`config.mk`:
```
export PLATFORM = sky130hd
export DESIGN_NAME = dma_irq_ctrl
export DESIGN_NICKNAME = d
export VERILOG_FILES = /design/src/rtl/dma_irq_pkg.sv /design/src/rtl/dma_done_detect.sv /design/src/rtl/dma_irq_latch.sv /design/src/rtl/dma_irq_prio.sv /design/src/rtl/dma_irq_ctrl.sv
export SDC_FILE = /design/constraint.sdc
export NUM_CORES = 1
export LEC_CHECK = 0
export BUFFER_PORTS_ARGS = -buffer_cell sky130_fd_sc_hd__buf_2
export CAP_MARGIN = 20
export CORE_AREA = 2 2 138 140
export DETAILED_ROUTE_END_ITERATION = 6
export DIE_AREA = 0 0 140 142
export PLACE_DENSITY = 0.55
export SLEW_MARGIN = 20
export SYNTH_ARGS = -nofsm -noshare
export SYNTH_HDL_FRONTEND = slang
export SYNTH_HIERARCHICAL = 1
export SYNTH_SLANG_ARGS = --single-unit
```
`constraint.sdc`:
```
create_clock -name clk -period 1.7 [get_ports clk]
set_clock_uncertainty 0.2 [all_clocks]
set_input_delay 0.255 -clock clk [delete_from_list [all_inputs] [get_ports clk]]
set_output_delay 0.255 -clock clk [all_outputs]
set_load 0.02 [all_outputs]
```
`src/rtl/dma_irq_pkg.sv`:
```
package dma_irq_pkg;
  localparam logic [31:0] VEC_BASE_INT = 32'h0002_0000;
  localparam logic [31:0] VEC_BASE_EXT = 32'h0040_0000;
  localparam int unsigned VEC_STRIDE   = 4;

  // Vector address for a given interrupt bit number and table location.
  function automatic logic [31:0] f_vec_addr(input logic ext, input int unsigned bitnum);
    logic [31:0] base;
    base = ext ? VEC_BASE_EXT : VEC_BASE_INT;
    return base + 32'(bitnum * VEC_STRIDE);
  endfunction
endpackage

```
`src/rtl/dma_done_detect.sv`:
```
module dma_done_detect #(
  parameter int CNT_W   = 16,
  parameter bit HAS_EXT = 1'b0
) (
  input  logic             clk,
  input  logic             rst_n,
  input  logic             xfer_stb,
  input  logic             cnt_wr,
  input  logic [CNT_W-1:0] cnt,
  input  logic [CNT_W-1:0] ecnt,
  input  logic             master,
  input  logic             chain_en,
  input  logic             chain_irq_en,
  output logic             done
);
  // Zero condition of this channel's counters.
  function automatic logic f_at_zero(input logic [CNT_W-1:0] c, input logic [CNT_W-1:0] e,
                                     input logic m);
    logic need_ext;
    need_ext = HAS_EXT && m;
    return (c == '0) && (!need_ext || (e == '0));
  endfunction

  logic zero_now;
  logic zero_prev;
  logic armed;
  logic gate_ok;

  assign zero_now = f_at_zero(cnt, ecnt, master);
  assign armed    = !zero_prev;
  assign gate_ok  = !chain_en || chain_irq_en;
  assign done     = xfer_stb && !cnt_wr && zero_now && armed && gate_ok;

  always_ff @(posedge clk) begin
    if (!rst_n) zero_prev <= 1'b1;
    else        zero_prev <= zero_now;
  end

  // a count write never produces a completion
  p_wr_no_done_r2: assert property (@(posedge clk) disable iff (!rst_n)
    cnt_wr |-> !done);
  // no completion while the counts were already at zero
  p_no_retrigger_r1: assert property (@(posedge clk) disable iff (!rst_n)
    (done && $past(rst_n)) |-> !$past(zero_now));
  // chaining with the interrupt enable off blocks completion
  p_chain_gate_r4: assert property (@(posedge clk) disable iff (!rst_n)
    (chain_en && !chain_irq_en) |-> !done);
endmodule

```
`src/rtl/dma_irq_latch.sv`:
```
module dma_irq_latch #(
  parameter int NCH   = 10,
  parameter int IDX_W = $clog2(NCH)
) (
  input  logic             clk,
  input  logic             rst_n,
  input  logic [NCH-1:0]   done,
  input  logic [NCH-1:0]   sw_set,
  input  logic [NCH-1:0]   sw_clr,
  input  logic             ack_valid,
  input  logic [IDX_W-1:0] ack_idx,
  output logic [NCH-1:0]   pend_q
);
  logic [NCH-1:0] ack_hit;
  logic [NCH-1:0] set_v;
  logic [NCH-1:0] clr_v;
  logic [NCH-1:0] pend_d;

  // One-hot decode of the acknowledge; out-of-range indices hit nothing.
  function automatic logic [NCH-1:0] f_ack_decode(input logic v, input logic [IDX_W-1:0] idx);
    logic [NCH-1:0] r;
    r = '0;
    for (int k = 0; k < NCH; k++) r[k] = v && (idx == IDX_W'(k));
    return r;
  endfunction

  assign ack_hit = f_ack_decode(ack_valid, ack_idx);
  assign set_v   = done | sw_set;
  assign clr_v   = sw_clr | ack_hit;
  assign pend_d  = set_v | (pend_q & ~clr_v);

  always_ff @(posedge clk) begin
    if (!rst_n) pend_q <= '0;
    else        pend_q <= pend_d;
  end

  for (genvar g = 0; g < NCH; g++) begin : g_chk
    // any set wins over a clear in the same cycle
    p_set_wins_r10: assert property (@(posedge clk) disable iff (!rst_n)
      set_v[g] |=> pend_q[g]);
    // an acknowledge with no set clears the bit
    p_ack_clears_r9: assert property (@(posedge clk) disable iff (!rst_n)
      (ack_hit[g] && !set_v[g]) |=> !pend_q[g]);
  end
endmodule

```
`src/rtl/dma_irq_prio.sv`:
```
module dma_irq_prio #(
  parameter int NCH      = 10,
  parameter int BIT_BASE = 10,
  parameter int IDX_W    = $clog2(NCH)
) (
  input  logic             clk,
  input  logic             rst_n,
  input  logic [NCH-1:0]   pend,
  input  logic [NCH-1:0]   mask,
  input  logic             vec_ext,
  output logic             irq_req,
  output logic [IDX_W-1:0] irq_chan,
  output logic [31:0]      irq_vec
);
  logic [NCH-1:0] live;

  // Lowest set index wins.
  function automatic logic [IDX_W-1:0] f_pick(input logic [NCH-1:0] v);
    logic [IDX_W-1:0] r;
    r = '0;
    for (int k = NCH - 1; k >= 0; k--) if (v[k]) r = IDX_W'(k);
    return r;
  endfunction

  assign live     = pend & mask;
  assign irq_req  = |live;
  assign irq_chan = f_pick(live);

  always_ff @(posedge clk) begin
    if (!rst_n)       irq_vec <= '0;
    else if (irq_req) irq_vec <= dma_irq_pkg::f_vec_addr(vec_ext, BIT_BASE + int'(irq_chan));
  end

  // the selected channel is pending and enabled
  p_chan_pending_r7: assert property (@(posedge clk) disable iff (!rst_n)
    irq_req |-> (pend[irq_chan] && mask[irq_chan]));
  // the vector holds while nothing is requested
  p_vec_hold_r8: assert property (@(posedge clk) disable iff (!rst_n)
    (!irq_req && $past(rst_n)) |=> $stable(irq_vec));
endmodule

```
`src/rtl/dma_irq_ctrl.sv`:
```
module dma_irq_ctrl #(
  parameter int NCH       = 10,
  parameter int CNT_W     = 16,
  parameter int EXT_FIRST = 6,
  parameter int BIT_BASE  = 10,
  localparam int NEXT     = NCH - EXT_FIRST,
  localparam int IDX_W    = $clog2(NCH)
) (
  input  logic                 clk,
  input  logic                 rst_n,
  input  logic [NCH-1:0]       xfer_stb,
  input  logic [NCH-1:0]       cnt_wr,
  input  logic [NCH*CNT_W-1:0] cnt_flat,
  input  logic [NEXT*CNT_W-1:0] ecnt_flat,
  input  logic [NEXT-1:0]      master_mode,
  input  logic [NCH-1:0]       chain_en,
  input  logic [NCH-1:0]       chain_irq_en,
  input  logic [NCH-1:0]       irq_mask,
  input  logic [NCH-1:0]       sw_set,
  input  logic [NCH-1:0]       sw_clr,
  input  logic                 ack_valid,
  input  logic [IDX_W-1:0]     ack_idx,
  input  logic                 vec_ext,
  output logic [NCH-1:0]       pend_q,
  output logic                 irq_req,
  output logic [IDX_W-1:0]     irq_chan,
  output logic [31:0]          irq_vec
);
  logic [NCH-1:0] done;

  for (genvar i = 0; i < NCH; i++) begin : g_ch
    if (i >= EXT_FIRST) begin : g_ext
      dma_done_detect #(.CNT_W(CNT_W), .HAS_EXT(1'b1)) u_det (
        .clk(clk), .rst_n(rst_n), .xfer_stb(xfer_stb[i]), .cnt_wr(cnt_wr[i]),
        .cnt(cnt_flat[i*CNT_W +: CNT_W]),
        .ecnt(ecnt_flat[(i-EXT_FIRST)*CNT_W +: CNT_W]),
        .master(master_mode[i-EXT_FIRST]),
        .chain_en(chain_en[i]), .chain_irq_en(chain_irq_en[i]), .done(done[i]));
    end else begin : g_int
      dma_done_detect #(.CNT_W(CNT_W), .HAS_EXT(1'b0)) u_det (
        .clk(clk), .rst_n(rst_n), .xfer_stb(xfer_stb[i]), .cnt_wr(cnt_wr[i]),
        .cnt(cnt_flat[i*CNT_W +: CNT_W]), .ecnt('0), .master(1'b0),
        .chain_en(chain_en[i]), .chain_irq_en(chain_irq_en[i]), .done(done[i]));
    end
  end

  dma_irq_latch #(.NCH(NCH), .IDX_W(IDX_W)) u_latch (
    .clk(clk), .rst_n(rst_n), .done(done), .sw_set(sw_set), .sw_clr(sw_clr),
    .ack_valid(ack_valid), .ack_idx(ack_idx), .pend_q(pend_q));

  dma_irq_prio #(.NCH(NCH), .BIT_BASE(BIT_BASE), .IDX_W(IDX_W)) u_prio (
    .clk(clk), .rst_n(rst_n), .pend(pend_q), .mask(irq_mask), .vec_ext(vec_ext),
    .irq_req(irq_req), .irq_chan(irq_chan), .irq_vec(irq_vec));

  // a request exists only with a pending bit behind it
  p_req_has_pend_r6: assert property (@(posedge clk) disable iff (!rst_n)
    irq_req |-> (pend_q != '0));
  // every completion becomes a pending bit
  p_done_sets_r5: assert property (@(posedge clk) disable iff (!rst_n)
    (done != '0) |=> ((pend_q & $past(done)) == $past(done)));
endmodule

```
==> run metrics <==
die height=142 microns; normalized max-slew margin=0.595; f_max=521 MHz; Worst Path Required=1.24 ns; cells after synthesis=265; Non-Filler Cell Area, Final=0.00480 sq mm; pin count of the biggest net entering global routing=17; TritonRoute pass-1 iters=7; Core Util, Final=0.260; Ys Warns=6; CTS H-tree lvls=1; Worst setup SP type=register; Die Width=140 microns; met3 WL=1060 microns; gpl congestion=0.820; CTS tree=done; fin worst setup slack=-0.219 ns; RSZ-0062 raised after global routing=true; WL final=12900 microns; non-filler cells, final=867; status=finished with violations; max-cap violations=0; grt ovf=0; total number of vias=3575; clock slew seen by the registers of the worst setup and hold paths=0.08 ns; vias per inst=4.12; DPL Wire Length=11300 microns; failing checks=design-rule violations, negative setup slack; fraction of layout cells with a size suffix above 1=0.707; vias in the first global route=3311; Top Metal Used=met4; PortBufs=327; Critical Path Fanout Max=3; Peak VDD IR=0.335 mV; initial antenna violation count=1; Pwr per Cell Area=484 mW/mm^2; wire length per cell=14.9 microns; final net count=940; area post-placement=0.00442 sq mm; met2 WL post-DR=6770 microns; CTS Buffer Depth=2; TritonCTS buffer count=3; post-layout min period=1.92 ns; Synth-to-Final Area Change=99.2%; period utilization=1.13; Post-Route M1 WL=5090 microns; row count=50; Worst Path Arrival=1.46 ns; worst slew pin tran=0.607 ns; Clk Tree Root Cell=clkbuf_16; Iter 0 DRT Violations=145; Ports=353; Crit. End Element=output pin; die area=0.0199 sq mm; cell total after placement=844; hold_ws=0.0434 ns; clk sinks=27; drt drc=30; LEAKAGE=2.27 nW; core region area=0.0185 sq mm; final setup vio count=6; Initial Util=0.131; Final ANT Viol Nets=0; Final Hold Viols=0; global-route wire length before repair=17800 microns; cell area after synthesis=0.00241 sq mm; syn_area_per_cell=9.09 sq um; WS Path Type=reg2out; Total Routing Usage GR=0.117; Slew Limit Fails=0; clock network latency to the later pin of the worst-skew pair=0.27 ns; Hold Crit Class=in2reg
-- area by class of cell --
cell class / count / area (sq um)
well taps: 234 / 293
repair buffers: 367 / 2000
diodes: 1 / 2.50
multi-input cells: 233 / 1860
fillers: 2018 / 13700
inverters: 1 / 3.75
clock inverters: 1 / 7.51
flip-flops and latches: 27 / 561
clock buffers: 3 / 75.1
-- per-stage QoR --
step	total power [W]	setup TNS [ns]	setup WS [ns]
finish	0.00232	-0.909	-0.219
global route	0.00247	-1.39	-0.291
CTS	0.00232	-1.13	-0.277
detailed placement	0.00162	-0.988	-0.295
global placement	0.00161	-0.990	-0.266
floorplan	0.00110	-0.0275	-0.0275
-- worst paths after layout --
path	from	endpoint	slack, ns	depth (start not counted)
max reg2reg	u_latch/pend_q[6]	u_prio/irq_vec[5]	-0.07	8
min	sw_clr[3]	u_latch/pend_q[3]	0.04	3
min reg2reg	u_prio/irq_vec[4]	u_prio/irq_vec[4]	0.27	2
max	u_latch/pend_q[5]	irq_chan[0]	-0.22	5
-- where the power goes --
group          internal [W]  switching, W
Sequential         0.000681     0.0000324
Combinational      0.000533      0.000472
Clock              0.000322      0.000283
Total               0.00154      0.000788
-- critical path, stage by stage (launching register included) --
cell	delay, ns
dfxtp_4	0.37
nand2_1	0.09
a32oi_1	0.12
a222oi_1	0.35
nor2_1	0.09
buf_4	0.17
-- metal layers --
layer | vias up | GRT usage
met5 | - | 0
met4 | 0 | 0.00957
met3 | 2 | 0.0276
met2 | 188 | 0.220
met1 | 1629 | 0.140
li1 | 1756 | -
-- sequential cells by signal (all words and copies together), names as in the netlist --
| signal | cells |
|---|---|
| u_latch/pend_q | 10 |
| u_prio/irq_vec | 7 |
| g_ch.g_int.u_det/zero_prev | 6 |
| g_ch.g_ext.u_det/zero_prev | 4 |
-- cells in the final DEF (no fill, tap or decap), types with 3 or more instances in the layout --
cell type / instances
nor4_2: 41
nor4b_1: 5
buf_2: 321
nor3_1: 3
nor4_1: 15
nor2_1: 17
nor4_4: 3
nand2_1: 16
clkbuf_16: 3
buf_6: 13
conb_1: 25
and2_1: 4
dfxtp_2: 4
a22oi_1: 4
a221oi_1: 9
a211oi_2: 4
nand2b_1: 21
dfxtp_1: 19
nand3_1: 6
nand4_1: 15
nor3_2: 6
nand3b_1: 6
dfxtp_4: 4
buf_4: 32
-- repair_timing --
action                     CTS  global route
hold endpoints to repair     1             0
hold buffers                 1             0
setup endpoints to repair    6             8
resized for setup           18            17
pin swaps                   10            20
setup buffers                8            10
Note: power is estimated with default switching activity, not from simulation.
